--- src/rtl/sat_out_pkg.sv ---
package sat_out_pkg;
  localparam int DEF_IN_W  = 24;
  localparam int DEF_OUT_W = 16;

  // Result of comparing one input against the output range
  typedef enum logic [1:0] {
    CLIP_NONE = 2'd0,
    CLIP_HIGH = 2'd1,
    CLIP_LOW  = 2'd2
  } clip_e;
endpackage

--- src/rtl/sat_clip.sv ---
module sat_clip
  import sat_out_pkg::*;
#(
  parameter int IN_W  = DEF_IN_W,
  parameter int OUT_W = DEF_OUT_W
) (
  input  logic signed [IN_W-1:0] din,
  output logic [OUT_W-1:0]       word,
  output clip_e                  status
);
  generate
    if (IN_W > OUT_W) begin : g_clip
      localparam int EXT = IN_W - OUT_W + 1;
      localparam logic signed [IN_W-1:0] HI = {{EXT{1'b0}}, {(OUT_W-1){1'b1}}};
      localparam logic signed [IN_W-1:0] LO = {{EXT{1'b1}}, {(OUT_W-1){1'b0}}};

      always_comb begin
        if (din > HI) begin
          word   = HI[OUT_W-1:0];
          status = CLIP_HIGH;
        end else if (din < LO) begin
          word   = LO[OUT_W-1:0];
          status = CLIP_LOW;
        end else begin
          word   = din[OUT_W-1:0];
          status = CLIP_NONE;
        end
      end
    end else begin : g_pass
      // Input no wider than the output: nothing can exceed full scale
      assign word   = din[OUT_W-1:0];
      assign status = CLIP_NONE;
    end
  endgenerate
endmodule

--- src/rtl/sat_hold_reg.sv ---
module sat_hold_reg
  import sat_out_pkg::*;
#(
  parameter int OUT_W = DEF_OUT_W
) (
  input  logic             clk,
  input  logic             rst_n,
  input  logic             in_valid,
  output logic             in_ready,
  input  logic [OUT_W-1:0] word,
  input  clip_e            status,
  output logic [OUT_W-1:0] word_q,
  output logic             flag_q,
  output logic             strobe_n
);
  localparam logic [OUT_W-1:0] RAIL_HI = {1'b0, {(OUT_W-1){1'b1}}};
  localparam logic [OUT_W-1:0] RAIL_LO = {1'b1, {(OUT_W-1){1'b0}}};

  logic take;

  // Refuse input during the strobe clock so the strobe always re-arms
  assign in_ready = strobe_n;
  assign take     = in_valid && in_ready;

  always_ff @(posedge clk) begin
    if (!rst_n) begin
      word_q   <= '0;
      flag_q   <= 1'b0;
      strobe_n <= 1'b1;
    end else if (take) begin
      word_q   <= word;
      flag_q   <= (status != CLIP_NONE);
      strobe_n <= 1'b0;
    end else begin
      strobe_n <= 1'b1;
    end
  end

  // strobe is a single clock wide
  p_strobe_single_r6: assert property (@(posedge clk) disable iff (!rst_n)
    !strobe_n |=> strobe_n);

  // every accepted result produces a strobe
  p_accept_strobe_r6: assert property (@(posedge clk) disable iff (!rst_n)
    (in_valid && in_ready) |=> !strobe_n);

  // held word and flag move only together with the strobe
  p_update_on_strobe_r6: assert property (@(posedge clk) disable iff (!rst_n)
    (!$stable(word_q) || !$stable(flag_q)) |-> !strobe_n);

  // a raised flag sits beside a rail code
  p_flag_on_rail_r3: assert property (@(posedge clk) disable iff (!rst_n)
    flag_q |-> (word_q == RAIL_HI || word_q == RAIL_LO));
endmodule

--- src/rtl/sat_bus_gate.sv ---
module sat_bus_gate
  import sat_out_pkg::*;
#(
  parameter int OUT_W = DEF_OUT_W
) (
  input  logic             cs_n,
  input  logic             rd_n,
  input  logic [OUT_W-1:0] word_q,
  output logic [OUT_W-1:0] dout,
  output logic             dout_oe
);
  // Word is always presented; the pad ring drives it only when enabled
  assign dout    = word_q;
  assign dout_oe = !cs_n && !rd_n;
endmodule

--- src/rtl/sat_out_port.sv ---
module sat_out_port
  import sat_out_pkg::*;
#(
  parameter int IN_W  = DEF_IN_W,
  parameter int OUT_W = DEF_OUT_W
) (
  input  logic                   clk,
  input  logic                   rst_n,
  input  logic                   in_valid,
  output logic                   in_ready,
  input  logic signed [IN_W-1:0] in_data,
  input  logic                   cs_n,
  input  logic                   rd_n,
  output logic [OUT_W-1:0]       dout,
  output logic                   dout_oe,
  output logic                   drdy_n,
  output logic                   otr
);
  logic [OUT_W-1:0] clip_word;
  clip_e            clip_stat;
  logic [OUT_W-1:0] held_word;

  sat_clip #(.IN_W(IN_W), .OUT_W(OUT_W)) u_clip (
    .din    (in_data),
    .word   (clip_word),
    .status (clip_stat)
  );

  sat_hold_reg #(.OUT_W(OUT_W)) u_hold (
    .clk      (clk),
    .rst_n    (rst_n),
    .in_valid (in_valid),
    .in_ready (in_ready),
    .word     (clip_word),
    .status   (clip_stat),
    .word_q   (held_word),
    .flag_q   (otr),
    .strobe_n (drdy_n)
  );

  sat_bus_gate #(.OUT_W(OUT_W)) u_gate (
    .cs_n    (cs_n),
    .rd_n    (rd_n),
    .word_q  (held_word),
    .dout    (dout),
    .dout_oe (dout_oe)
  );

  // back-pressure window matches the strobe
  p_ready_gap_r7: assert property (@(posedge clk) disable iff (!rst_n)
    $fell(drdy_n) |-> !in_ready);
endmodule

--- config.mk ---
export PLATFORM = sky130hd
export DESIGN_NAME = sat_out_port
export DESIGN_NICKNAME = d
export VERILOG_FILES = /design/src/rtl/sat_out_pkg.sv /design/src/rtl/sat_clip.sv /design/src/rtl/sat_hold_reg.sv /design/src/rtl/sat_bus_gate.sv /design/src/rtl/sat_out_port.sv
export SDC_FILE = /design/constraint.sdc
export NUM_CORES = 1
export LEC_CHECK = 0
export BUFFER_PORTS_ARGS = -buffer_cell sky130_fd_sc_hd__buf_4
export CORE_AREA = 2 2 48 50
export CTS_CLUSTER_SIZE = 16
export DETAILED_ROUTE_END_ITERATION = 10
export DIE_AREA = 0 0 50 52
export GPL_TIMING_DRIVEN = 0
export PLACE_DENSITY_LB_ADDON = 0.15
export SYNTH_ARGS = -nofsm -noshare
export SYNTH_HDL_FRONTEND = slang
export SYNTH_SLANG_ARGS = --single-unit
--- constraint.sdc ---
create_clock -name clk -period 1.2 [get_ports clk]
set_clock_uncertainty 0.15 [all_clocks]
set_input_delay 0.06 -clock clk [delete_from_list [all_inputs] [get_ports clk]]
set_output_delay 0.06 -clock clk [all_outputs]
set_load 0.01 [all_outputs]
=== Word-level counts from Yosys, hierarchy flattened ===
Index checks and enable logic that the tools add are counted.

* Add/subtract/negate cells: 0
* Multiply operators: 0
* Div/mod/pow operators: 0
* $lt $le $gt $ge: 2
* Eq/ne operators: 0
* Shifts and indexed selects: 0
* Multiplexer cells: 5
* Bitwise gates (word level): 0
* Reductions and logical operators: 5

{| class="wikitable"
|+ Operators by type and width
! operator !! number
|-
| 16-bit two-way mux || 2
|-
| 24-bit by 16-bit greater-than comparator with 1-bit output, second input constant || 1
|-
| 24-bit by 16-bit < comparator with 1-bit output, second input constant || 1
|-
| 2-bit two-way mux || 2
|-
| 1-bit logical AND || 2
|-
| 1-bit zero test || 2
|-
| 2-bit nonzero test || 1
|-
| 1-bit two-way mux || 1
|}

* Register bits: 18
* Latch bits: 0
* Memory bits (writable): 0
* Memory bits (read-only): 0
* Bits of input ports: 29
* Output and inout port bits: 20
* Logic and storage cells: 15
* Memories: 0

=== Logic depth before layout (Yosys ltp) ===
Gate-level depths: netlist of run 1.

* Depth after elaboration: 4
* Mapped depth: 5
* Gate-level depth less buffers: 4

=== By module ===
Synthesis of run 1 repeated with hierarchy kept, for this count alone.

* Cells, all modules: 143
* Area, all modules: 1271.2 µm²

{| class="wikitable"
|+ By module, submodules not included
! module !! times used !! cells each !! area each (µm²) !! sequential area each (µm²)
|-
| sat_hold_reg || 1 || 81 || 848.3 || 360.3
|-
| sat_clip || 1 || 45 || 299.0 || 0.0
|-
| sat_bus_gate || 1 || 17 || 123.9 || 0.0
|}

=== Worst setup path before layout of run 1 ===
Ideal clock, no wire load.

* Path kind: flip-flop to flip-flop
* From: register u_hold.strobe_n (netlist: u_hold.in_ready)
* To: register u_hold.word_q[0]
* Library setup time: 0.069 ns
* Arrival: 1.002 ns
* Required time: 0.981 ns
* Setup slack: -0.020 ns
* Cell stages (with the launch flop): 5
* Path buffers: 1
* Clock period less this slack: 1.220 ns
* Path through: dfxtp_1 nand3_1 nand2b_1 clkbuf_2 o21ai_1

* Cells in the longest elaborated chain, start to end: 1

{| class="wikitable"
|+ Ends and longest elaborated chain
! what !! RTL line !! source
|-
| start: declaration || sat_hold_reg.sv:14 || <nowiki>output logic strobe_n</nowiki>
|-
| start signal: assignment || sat_hold_reg.sv:29 || <nowiki>strobe_n <= 1'b1;</nowiki>
|-
| start signal: assignment || sat_hold_reg.sv:33 || <nowiki>strobe_n <= 1'b0;</nowiki>
|-
| start signal: assignment || sat_hold_reg.sv:35 || <nowiki>strobe_n <= 1'b1;</nowiki>
|-
| 1-bit logical AND || sat_hold_reg.sv:23 || <nowiki>assign take = in_valid && in_ready;</nowiki>
|-
| end signal: assignment || sat_hold_reg.sv:31 || <nowiki>word_q <= word;</nowiki>
|-
| end: declaration || sat_hold_reg.sv:12 || <nowiki>output logic [OUT_W-1:0] word_q,</nowiki>
|}

No other way between the ends.
A chain may end at the register's enable or synchronous reset.

=== Worst setup path after layout of run 1 ===
* From: register u_hold.strobe_n (netlist: u_hold.in_ready)
* To: register u_hold.word_q[2]

Same word-level chain as after synthesis.

==> metrics.md, run 1 <==
| Metric | Value |
|---|---|
| Status | finished, violations left |
| Failing checks | hold timing |
| Unique masters post-synth | 20 |
| Final #Nets | 184 |
| Worst rel slew slack | 0.783 |
| CP top delay family | flip-flops |
| CP Launch Type | flip-flop |
| Slowest-stage cell, CP | dfxtp_4 |
| # hold bufs at CTS | 17 |
| Fin. Hold Viols | 8 |
| Die Height | 52 um |
| H-tree levels | 1 |
| Power per cell area | 982 nW/um^2 |
| Crit path cell chain | nand3_2 > nand2b_4 > buf_8 > o21ai_1 |
| N_diodes | 0 |
| Initial DRT Pass Iterations | 2 |
| Row count | 17 |
| RSZ-0062 raised after global routing | true |
| Cell count along the critical path | 4 |
| Cell Area, Placed | 1090 um^2 |
| Max Cap Viol | 0 |
| Register area share after synthesis | 0.516 |
| Die W | 50 um |
| Minimum clock period | 1.14 ns |
| Fillers | 204 |
| Vias | 815 |
| Initial core utilization | 0.332 |
| Crit-path max FO | 10 |
| Maximum clock insertion buffer count | 2 |
| Vias in the first global route | 770 |
| Final Worst Setup Slack | 0.0603 ns |
| PortBufs | 48 |
| WHS Path Cells | 2 |
| Final hold slack | -0.168 ns |
| Post-place setup slack | -0.222 ns |
| # DRC | 0 |
| CTS Sinks | 18 |
| Area growth syn-to-layout | 91.0% |
| CP Buf/Inv Count | 1 |
| Post-DRT Antenna Nets | 0 |
| Final HPWL DP | 1.40 mm |
| Max Fclk | 877 MHz |
| Die ar. | 2600 um^2 |
| CTS Root Cell | clkbuf_4 |
| GR Overflow Total | 0 |
| Footprint of the multi-input gates | 329 um^2 |
| Critical Path AT | 1.21 ns |
| Clk slew on worst S/H paths | 0.10 ns |
| Cells after synthesis | 86 |
| Worst-Skew Late Latency | 0.28 ns |
| Worst Tran Pin Value | 0.323 ns |
| CP endpoint kind | flip-flop |
| Register area | 364 um^2 |
| Worst Path Required | 1.27 ns |
| Final Util | 0.633 |
| Post-Syn Area | 698 um^2 |
| Final instance area | 1330 um^2 |
| Routability Congestion | 0.690 |
| Synth Warn # | 0 |
| Mean post-synth cell area | 8.12 um^2 |
| Mapped Nets | 115 |
| Hold Path Class | in -> reg |
| WL per Instance | 10.8 um |
| Critical path class | reg -> reg |
| All-layer global routing usage | 0.162 |
| Initial antenna violation count | 0 |
| TritonCTS clock tree | yes |
| Period utilization | 0.950 |
| Initial DRC count | 6 |
| Largest net degree at the start of global routing | 11 |
| Share of cells above drive strength 1 | 0.422 |
| Final wirelength | 1.97 mm |
| Reg2Reg Depth | 4 |
| Leak pwr | 0.000621 uW |
| Ports | 49 |
| Post-synthesis register bit count | 18 |
| First-pass GRT wire length | 3.21 mm |
| Max-slew violations | 0 |
| Peak supply drop | 0.000618 V |
| Setup violations, final | 0 |
| Crit-path max cell delay | 0.40 ns |
| Core region area | 2110 um^2 |
| CTS Buf Count | 3 |
| Avg Vias per Cell | 4.48 |
==> where the power goes <==
group | internal [uW] | switching [uW]
Clock | 185 | 178
Sequential | 631 | 20.2
Combinational | 180 | 116
Total | 996 | 314
==> cells in the mapped netlist <==
cell type,number,area (um^2)
inv_1,1,3.75
nand2_1,17,63.8
nor4_2,2,25.0
clkbuf_2,1,5.00
buf_6,1,11.3
buf_4,1,7.51
buf_2,1,5.00
a21o_1,1,7.51
a21oi_2,1,8.76
a21oi_1,3,15.0
o21ai_0,5,25.0
o21ai_1,11,55.1
nand4_1,2,12.5
and3_1,1,6.26
a21o_2,1,8.76
nor2_2,1,6.26
nand2b_1,1,6.26
dfxtp_1,18,360
nand3_1,1,5.00
nor2_1,16,60.1
==> repair_timing <==
action                                  4_1_cts  5_1_grt
gates resized for setup                       8        3
endpoints found under the setup margin       11       11
setup buffers                                 0        0
endpoints found under the hold margin        18        2
pin swaps                                     0        0
==> through the flow <==
step / total power, uW / setup TNS (ns) / std cells
global route: 1390 / -0.00565 / 182
detailed placement: 907 / -2.16 / 162
floorplan: 754 / 0 / 86
global placement: 901 / -1.92 / 162
finish: 1310 / 0 / 182
CTS: 1330 / 0 / 183
==> sequential cells by signal (all words and copies together) (netlist names) <==
| register | cells |
|---|---|
| u_hold.word_q | 16 |
| u_hold.in_ready | 1 |
| u_hold.flag_q | 1 |
==> logic make-up after synthesis <==
| logic type | synth area share |
|---|---|
| buffers and inverters | 0.0466 |
| AO/OA/AOI/OAI | 0.172 |
| flip-flops | 0.516 |
| AND/OR/NAND/NOR | 0.265 |
==> layout make-up <==
type | instances | area share
repair buffers | 64 | 0.390
flip-flops and latches | 18 | 0.273
multi-input cells | 63 | 0.247
plain buffers | 4 | 0.0338
clock buffers | 4 | 0.0272
well taps | 28 | 0.0263
inverters | 1 | 0.00281
==> path summary, 6_finish.rpt <==
path	slack (ns)	startpoint	to
worst max register to register	0.06	u_hold.in_ready	u_hold.word_q[2]
worst min register to register	0.30	u_hold.word_q[1]	u_hold.word_q[1]
worst min-delay path	-0.17	rst_n	u_hold.in_ready
worst max-delay path	0.06	u_hold.in_ready	u_hold.word_q[2]
==> routing by layer <==
metal	GRT usage	wire, um
met5	0	0
met4	0.0787	15
met3	0.0374	118
met2	0.303	1030
met1	0.171	804
==> cells in the final DEF (no fill, tap or decap), types with 2 or more instances in the layout <==
| cell | Yosys | routed |
|---|---|---|
| buf_4 | 1 | 49 |
| nand2_1 | 17 | 17 |
| dfxtp_1 | 18 | 17 |
| nor2_1 | 16 | 16 |
| dlygate4sd3_1 | 0 | 16 |
| o21ai_1 | 11 | 11 |
| o21ai_0 | 5 | 5 |
| clkbuf_4 | 0 | 3 |
| nand4_1 | 2 | 2 |
| nor4_2 | 2 | 2 |
| buf_6 | 1 | 2 |
| a21oi_1 | 3 | 2 |
Power figures use the tool's default switching activity.
==> inputs of run 2 (changes only) <==
==> constraint.sdc (replaced) <==
create_clock -name clk -period 1.2 [get_ports clk]
set_clock_uncertainty 0.15 [all_clocks]
set_input_delay 0.24 -clock clk [delete_from_list [all_inputs] [get_ports clk]]
set_output_delay 0.24 -clock clk [all_outputs]
set_load 0.01 [all_outputs]
==> metrics.md, run 2 (synthesized netlist as in run 1, its figures left out) <==
| Metric | Value |
|---|---|
| Status | finished, violations left |
| Failing checks | setup timing |
| Clk slew on worst S/H paths | 0.10 ns (about the same) |
| Placed Instances | 162 (unchanged) |
| Critical Path AT | 0.89 ns (-0.32 ns) |
| Most frequent cells in the layout | 48 x buf_4, 17 x nand2_1, 16 x nor2_1 |
| Minimum clock period | 1.28 ns (+0.136 ns) |
| Fin. Hold Viols | 0 (-8) |
| Worst Hold Path EP | u_hold.word_q[7] |
| Min-delay src | in_data[7] |
| # hold bufs at CTS | 0 (-17) |
| Initial DRT Pass Iterations | 4 (+2) |
| Routability Congestion | 0.693 (+0.46%) |
| Total Power | 1280 uW (-2.5%) |
| N_diodes | 0 (unchanged) |
| CP Launch Type | flip-flop |
| CP endpoint kind | output pin |
| Largest net degree at the start of global routing | 11 (unchanged) |
| Vias | 769 (-5.6%) |
| CTS Sinks | 18 (unchanged) |
| Worst reg2reg path endpoint | u_hold.word_q[5] |
| Die ar. | 2600 um^2 (unchanged) |
| Peak supply drop | 0.000800 V (+29%) |
| Final #Nets | 168 (-8.7%) |
| WHS Path Cells | 3 (+1) |
| Max Cap Viol | 0 (unchanged) |
| Crit-path max FO | 6 (-4) |
| Final wirelength | 1.77 mm (-10%) |
| GR Overflow Total | 0 (unchanged) |
| # DRC | 0 (unchanged) |
| Fillers | 200 (-2.0%) |
| R2R Setup Slk | 0 ns (-0.06 ns) |
| PortBufs | 48 (unchanged) |
| Vias in the first global route | 712 (-7.5%) |
| First-pass GRT wire length | 3.02 mm (-6.0%) |
| Die W | 50 um (unchanged) |
| H-tree levels | 1 (unchanged) |
| Worst Tran Pin Value | 0.310 ns (-0.0131 ns) |
| Share of cells above drive strength 1 | 0.478 (+0.0562) |
| R2R Path Start | u_hold.in_ready |
| Row count | 17 (unchanged) |
| Reg2Reg Depth | 4 (unchanged) |
| Maximum clock insertion buffer count | 2 (unchanged) |
| RSZ-0062 raised after global routing | true |
| Initial core utilization | 0.332 (unchanged) |
| Most flop-heavy register | u_hold.word_q |
| Commonest non-fill, non-tap cell in the layout | buf_4 |
| TritonCTS clock tree | yes |
| CTS Root Cell | clkbuf_4 |
| Setup violations, final | 2 (+2) |
| Initial DRC count | 14 (+8) |
| Die Height | 52 um (unchanged) |
| Number of flip-flops in the largest register | 16 (unchanged) |
| Initial antenna violation count | 0 (unchanged) |
| Worst rel slew slack | 0.792 (+0.00912) |
| Max-slew violations | 0 (unchanged) |
| Max Fclk | 784 MHz (-11%) |
| Fin cells | 166 (-8.8%) |
| Leak pwr | 0.000558 uW (-10%) |
| Area growth syn-to-layout | 69.5% |
| Worst Path Required | 0.81 ns (-0.46 ns) |
| Post-DRT Antenna Nets | 0 (unchanged) |
| Final HPWL DP | 1.36 mm (-2.8%) |
| Final Worst Setup Slack | -0.0761 ns (-0.136 ns) |
| Hold Path Class | in -> reg |
| Power per cell area | 1080 nW/um^2 (+9.9%) |
| Critical path class | reg -> out |
| CTS Buf Count | 3 (unchanged) |
| WL per Instance | 10.6 um (-1.6%) |
| All-layer global routing usage | 0.151 (-0.0110) |
| Period utilization | 1.06 (+0.114) |
| Worst-Skew Late Latency | 0.29 ns (about the same) |
| Ports | 49 (unchanged) |
| Setup TNS | -0.0785 ns (-0.0785 ns) |
| Core region area | 2110 um^2 (unchanged) |
| Avg Vias per Cell | 4.63 (+3.5%) |
## run 2: final cells by class
cell class,count,area [um^2],share of cell area
sequential,18,367,0.310
timing repair buffer,48,364,0.308
multi-input combinational,63,334,0.282
buffer,4,43.8,0.0370
clock buffer,4,36.3,0.0307
tap,28,35.0,0.0296
inverter,1,3.75,0.00317
## run 2: critical path, stage by stage (launching register included)
cell and delay, ns:
dfxtp_4 0.38, buf_6 0.11, buf_6 0.11
## run 2: routing by layer
metal	global-route usage	share of wire	vias to the layer above
met3	0.0345	0.082	2
met5	0	0	-
li1	-	-	392
met1	0.173	0.43	342
met4	0.0694	0.0051	0
met2	0.268	0.49	33
## run 2: stage by stage
step                      utilization  area [um^2]  worst slack, ns  hold WS [ns]
after detailed placement        0.528         1110           -0.243         0.289
after global placement          0.528         1110           -0.225         0.284
final                           0.562         1180          -0.0761        0.0357
after floorplan                     -          717          0.00281         0.187
after CTS                       0.561         1180          -0.0842       0.00989
after global routing            0.562         1180           -0.111        0.0324
## run 2: repair_timing
item / 4_1_cts / 5_1_grt
cloned: 0 / 0
setup buffers: 0 / 0
pin swaps: 0 / 0
gates resized for setup: 9 / 2
endpoints found under the setup margin: 12 / 14
## run 2: report_power, final
part           switching (uW)  leakage (uW)  total, uW  internal [uW]
combinational             110      0.000388        256            147
clock                     184     0.0000210        368            185
sequential               20.1      0.000149        652            632
total                     314      0.000558       1280            963
## run 2: worst max path at each step
| stage | startpoint | endpoint | slack (ns) | cells after the start |
|---|---|---|---|---|
| 2_1_floorplan | in_data[15] | u_hold.word_q[0] | 0.003 | 5 |
| 3_3_place_gp | in_data[15] | u_hold.word_q[0] | -0.23 | 6 |
| 3_5_place_dp | in_data[15] | u_hold.word_q[5] | -0.24 | 6 |
| 4_1_cts | u_hold.in_ready | in_ready | -0.08 | 2 |
| 5_1_grt | u_hold.in_ready | in_ready | -0.11 | 2 |
| 6_report | u_hold.in_ready | in_ready | -0.08 | 2 |
==> inputs of run 3 (changes only) <==
--- a/config.mk
+++ b/config.mk
@@ -11,6 +11,7 @@
 export DETAILED_ROUTE_END_ITERATION = 10
 export DIE_AREA = 0 0 50 52
 export GPL_TIMING_DRIVEN = 0
+export HOLD_SLACK_MARGIN = 0.12
 export PLACE_DENSITY_LB_ADDON = 0.15
 export SYNTH_ARGS = -nofsm -noshare
 export SYNTH_HDL_FRONTEND = slang
==> metrics.md, run 3 (synthesized netlist as in run 1, its figures left out) <==
| Metric | Value |
|---|---|
| H-tree levels | 1 (unchanged) |
| Slowest-stage cell, CP | dfxtp_4 |
| Routability Congestion | 0.693 (unchanged) |
| CP Buf/Inv Count | 2 (unchanged) |
| Final #Nets | 184 (+9.5%) |
| Crit-path max cell delay | 0.38 ns (about the same) |
| Avg Vias per Cell | 4.55 (-1.8%) |
| Max Cap Viol | 0 (unchanged) |
| Hold Path Class | in -> reg |
| Most frequent cells in the layout | 48 x buf_4, 17 x nand2_1, 16 x nor2_1, 16 x dlygate4sd3_1, 15 x dfxtp_1 |
| CTS Sinks | 18 (unchanged) |
| Worst rel slew slack | 0.792 (about the same) |
| Failing checks | setup timing |
| Max Used Layer | met4 |
| Fin cells | 182 (+9.6%) |
| Initial DRC count | 12 (-2) |
| Commonest non-fill, non-tap cell in the layout | buf_4 |
| Max Fclk | 781 MHz (-0.36%) |
| GR Overflow Total | 0 (unchanged) |
| Vias | 828 (+7.7%) |
| PortBufs | 48 (unchanged) |
| CP top delay family | flip-flops |
| Initial DRT Pass Iterations | 4 (unchanged) |
| Met2 WL | 1.03 mm (+21%) |
| Share of cells above drive strength 1 | 0.429 (-0.0497) |
| Period utilization | 1.07 (+0.00380) |
| Number of flip-flops in the largest register | 16 (unchanged) |
| Die ar. | 2600 um^2 (unchanged) |
| Max-slew violations | 0 (unchanged) |
| Setup violations, final | 12 (+10) |
| Final hold slack | 0.0357 ns (+0.0000169 ns) |
| WHS Path Cells | 2 (-1) |
| Metal-1 WL | 821 um (+9.0%) |
| Most flop-heavy register | u_hold.word_q |
| Worst reg2reg path endpoint | u_hold.word_q[1] |
| Ports | 49 (unchanged) |
| RSZ-0062 raised after global routing | true |
| Power per cell area | 984 nW/um^2 (-8.8%) |
| CTS Buf Count | 3 (unchanged) |
| Crit path cell chain | buf_6 > buf_6 |
| Cell Area, Placed | 1110 um^2 (unchanged) |
| Final HPWL DP | 1.36 mm (unchanged) |
| # DRC | 0 (unchanged) |
| Minimum clock period | 1.28 ns (+0.00456 ns) |
| Critical path class | reg -> out |
| Met3 wire len | 126 um (-13%) |
| Post-place setup slack | -0.243 ns (unchanged) |
| Worst Hold Path EP | u_hold.in_ready |
| Final wirelength | 1.99 mm (+13%) |
| Worst Path Required | 0.81 ns (about the same) |
| Leak pwr | 0.000624 uW (+12%) |
| Initial core utilization | 0.332 (unchanged) |
| All-layer global routing usage | 0.172 (+0.0203) |
| First-pass GRT wire length | 3.43 mm (+14%) |
| Core region area | 2110 um^2 (unchanged) |
| # hold bufs at CTS | 16 (+16) |
| TritonCTS clock tree | yes |
| Min-delay src | rst_n |
| CP Launch Type | flip-flop |
| Most common cell on crit path | buf_6 |
| CTS Root Cell | clkbuf_4 |
| Final Util | 0.638 (+0.0761) |
| Critical Path AT | 0.89 ns (about the same) |
| Fin. Hold Viols | 0 (unchanged) |
| Placed Instances | 162 (unchanged) |
| Row count | 17 (unchanged) |
| Maximum clock insertion buffer count | 2 (unchanged) |
| Initial antenna violation count | 0 (unchanged) |
| Die W | 50 um (unchanged) |
| Area growth syn-to-layout | 92.5% |
| Final instance area | 1340 um^2 (+14%) |
| Worst Tran Pin Value | 0.310 ns (-0.0000666 ns) |
| N_diodes | 0 (unchanged) |
| Peak supply drop | 0.000805 V (+0.69%) |
| CP endpoint kind | output pin |
| Reg2Reg Depth | 4 (unchanged) |
| Crit-path max FO | 6 (unchanged) |
| Worst-Skew Late Latency | 0.29 ns (about the same) |
| WL per Instance | 10.9 um (+2.9%) |
| Die Height | 52 um (unchanged) |
| Post-DRT Antenna Nets | 0 (unchanged) |
| Status | finished, violations left |
| Largest net degree at the start of global routing | 11 (unchanged) |
| R2R Path Start | u_hold.in_ready |
| R2R Setup Slk | -0.03 ns (-0.03 ns) |
| Vias in the first global route | 831 (+17%) |
| Final Worst Setup Slack | -0.0807 ns (-0.00456 ns) |
| Clk slew on worst S/H paths | 0.11 ns (about the same) |
==> run 3: area by class of cell <==
class                   count  area [um^2]
inverters                   1         3.75
fillers                   180          762
flip-flops and latches     18          367
multi-input cells          63          334
clock buffers               4         36.3
repair buffers             64          524
well taps                  28         35.0
plain buffers               4         43.8
==> run 3: power breakdown <==
part	internal, uW	switching [uW]	total [uW]
sequential	632	20.0	652
combinational	181	119	300
clock	185	186	371
==> run 3: worst register-to-register path: stages (launching register included) <==
cell and delay, ns:
dfxtp_4 0.38, a21oi_2 0.28, buf_4 0.23, nand2_1 0.06, o21ai_1 0.06
==> run 3: worst max-delay path by stage <==
stage | from | end | slack, ns | cells past startpoint
floorplan | in_data[15] | u_hold.word_q[0] | 0.003 | 5
global placement | in_data[15] | u_hold.word_q[0] | -0.23 | 6
detailed placement | in_data[15] | u_hold.word_q[5] | -0.24 | 6
CTS | u_hold.in_ready | in_ready | -0.08 | 2
global route | u_hold.in_ready | in_ready | -0.11 | 2
finish | u_hold.in_ready | in_ready | -0.08 | 2
==> run 3: timing repair <==
action	4_1_cts	5_1_grt
hold endpoints to repair	18	1
setup endpoints to repair	12	14
resized for setup	9	2
buffers inserted	0	0
==> run 3: stage by stage <==
| stage | TNS [ns] | total power [uW] |
|---|---|---|
| 2_1_floorplan | 0 | 755 |
| 3_3_place_gp | -2.57 | 908 |
| 3_5_place_dp | -2.77 | 913 |
| 4_1_cts | -0.142 | 1330 |
| 5_1_grt | -1.04 | 1390 |
| 6_report | -0.334 | 1320 |
==> run 3: layer usage <==
metal,GRT usage,vias up
met2,0.327,33
met3,0.0287,2
met1,0.187,370
li1,-,423
met4,0.0694,0
met5,0,-
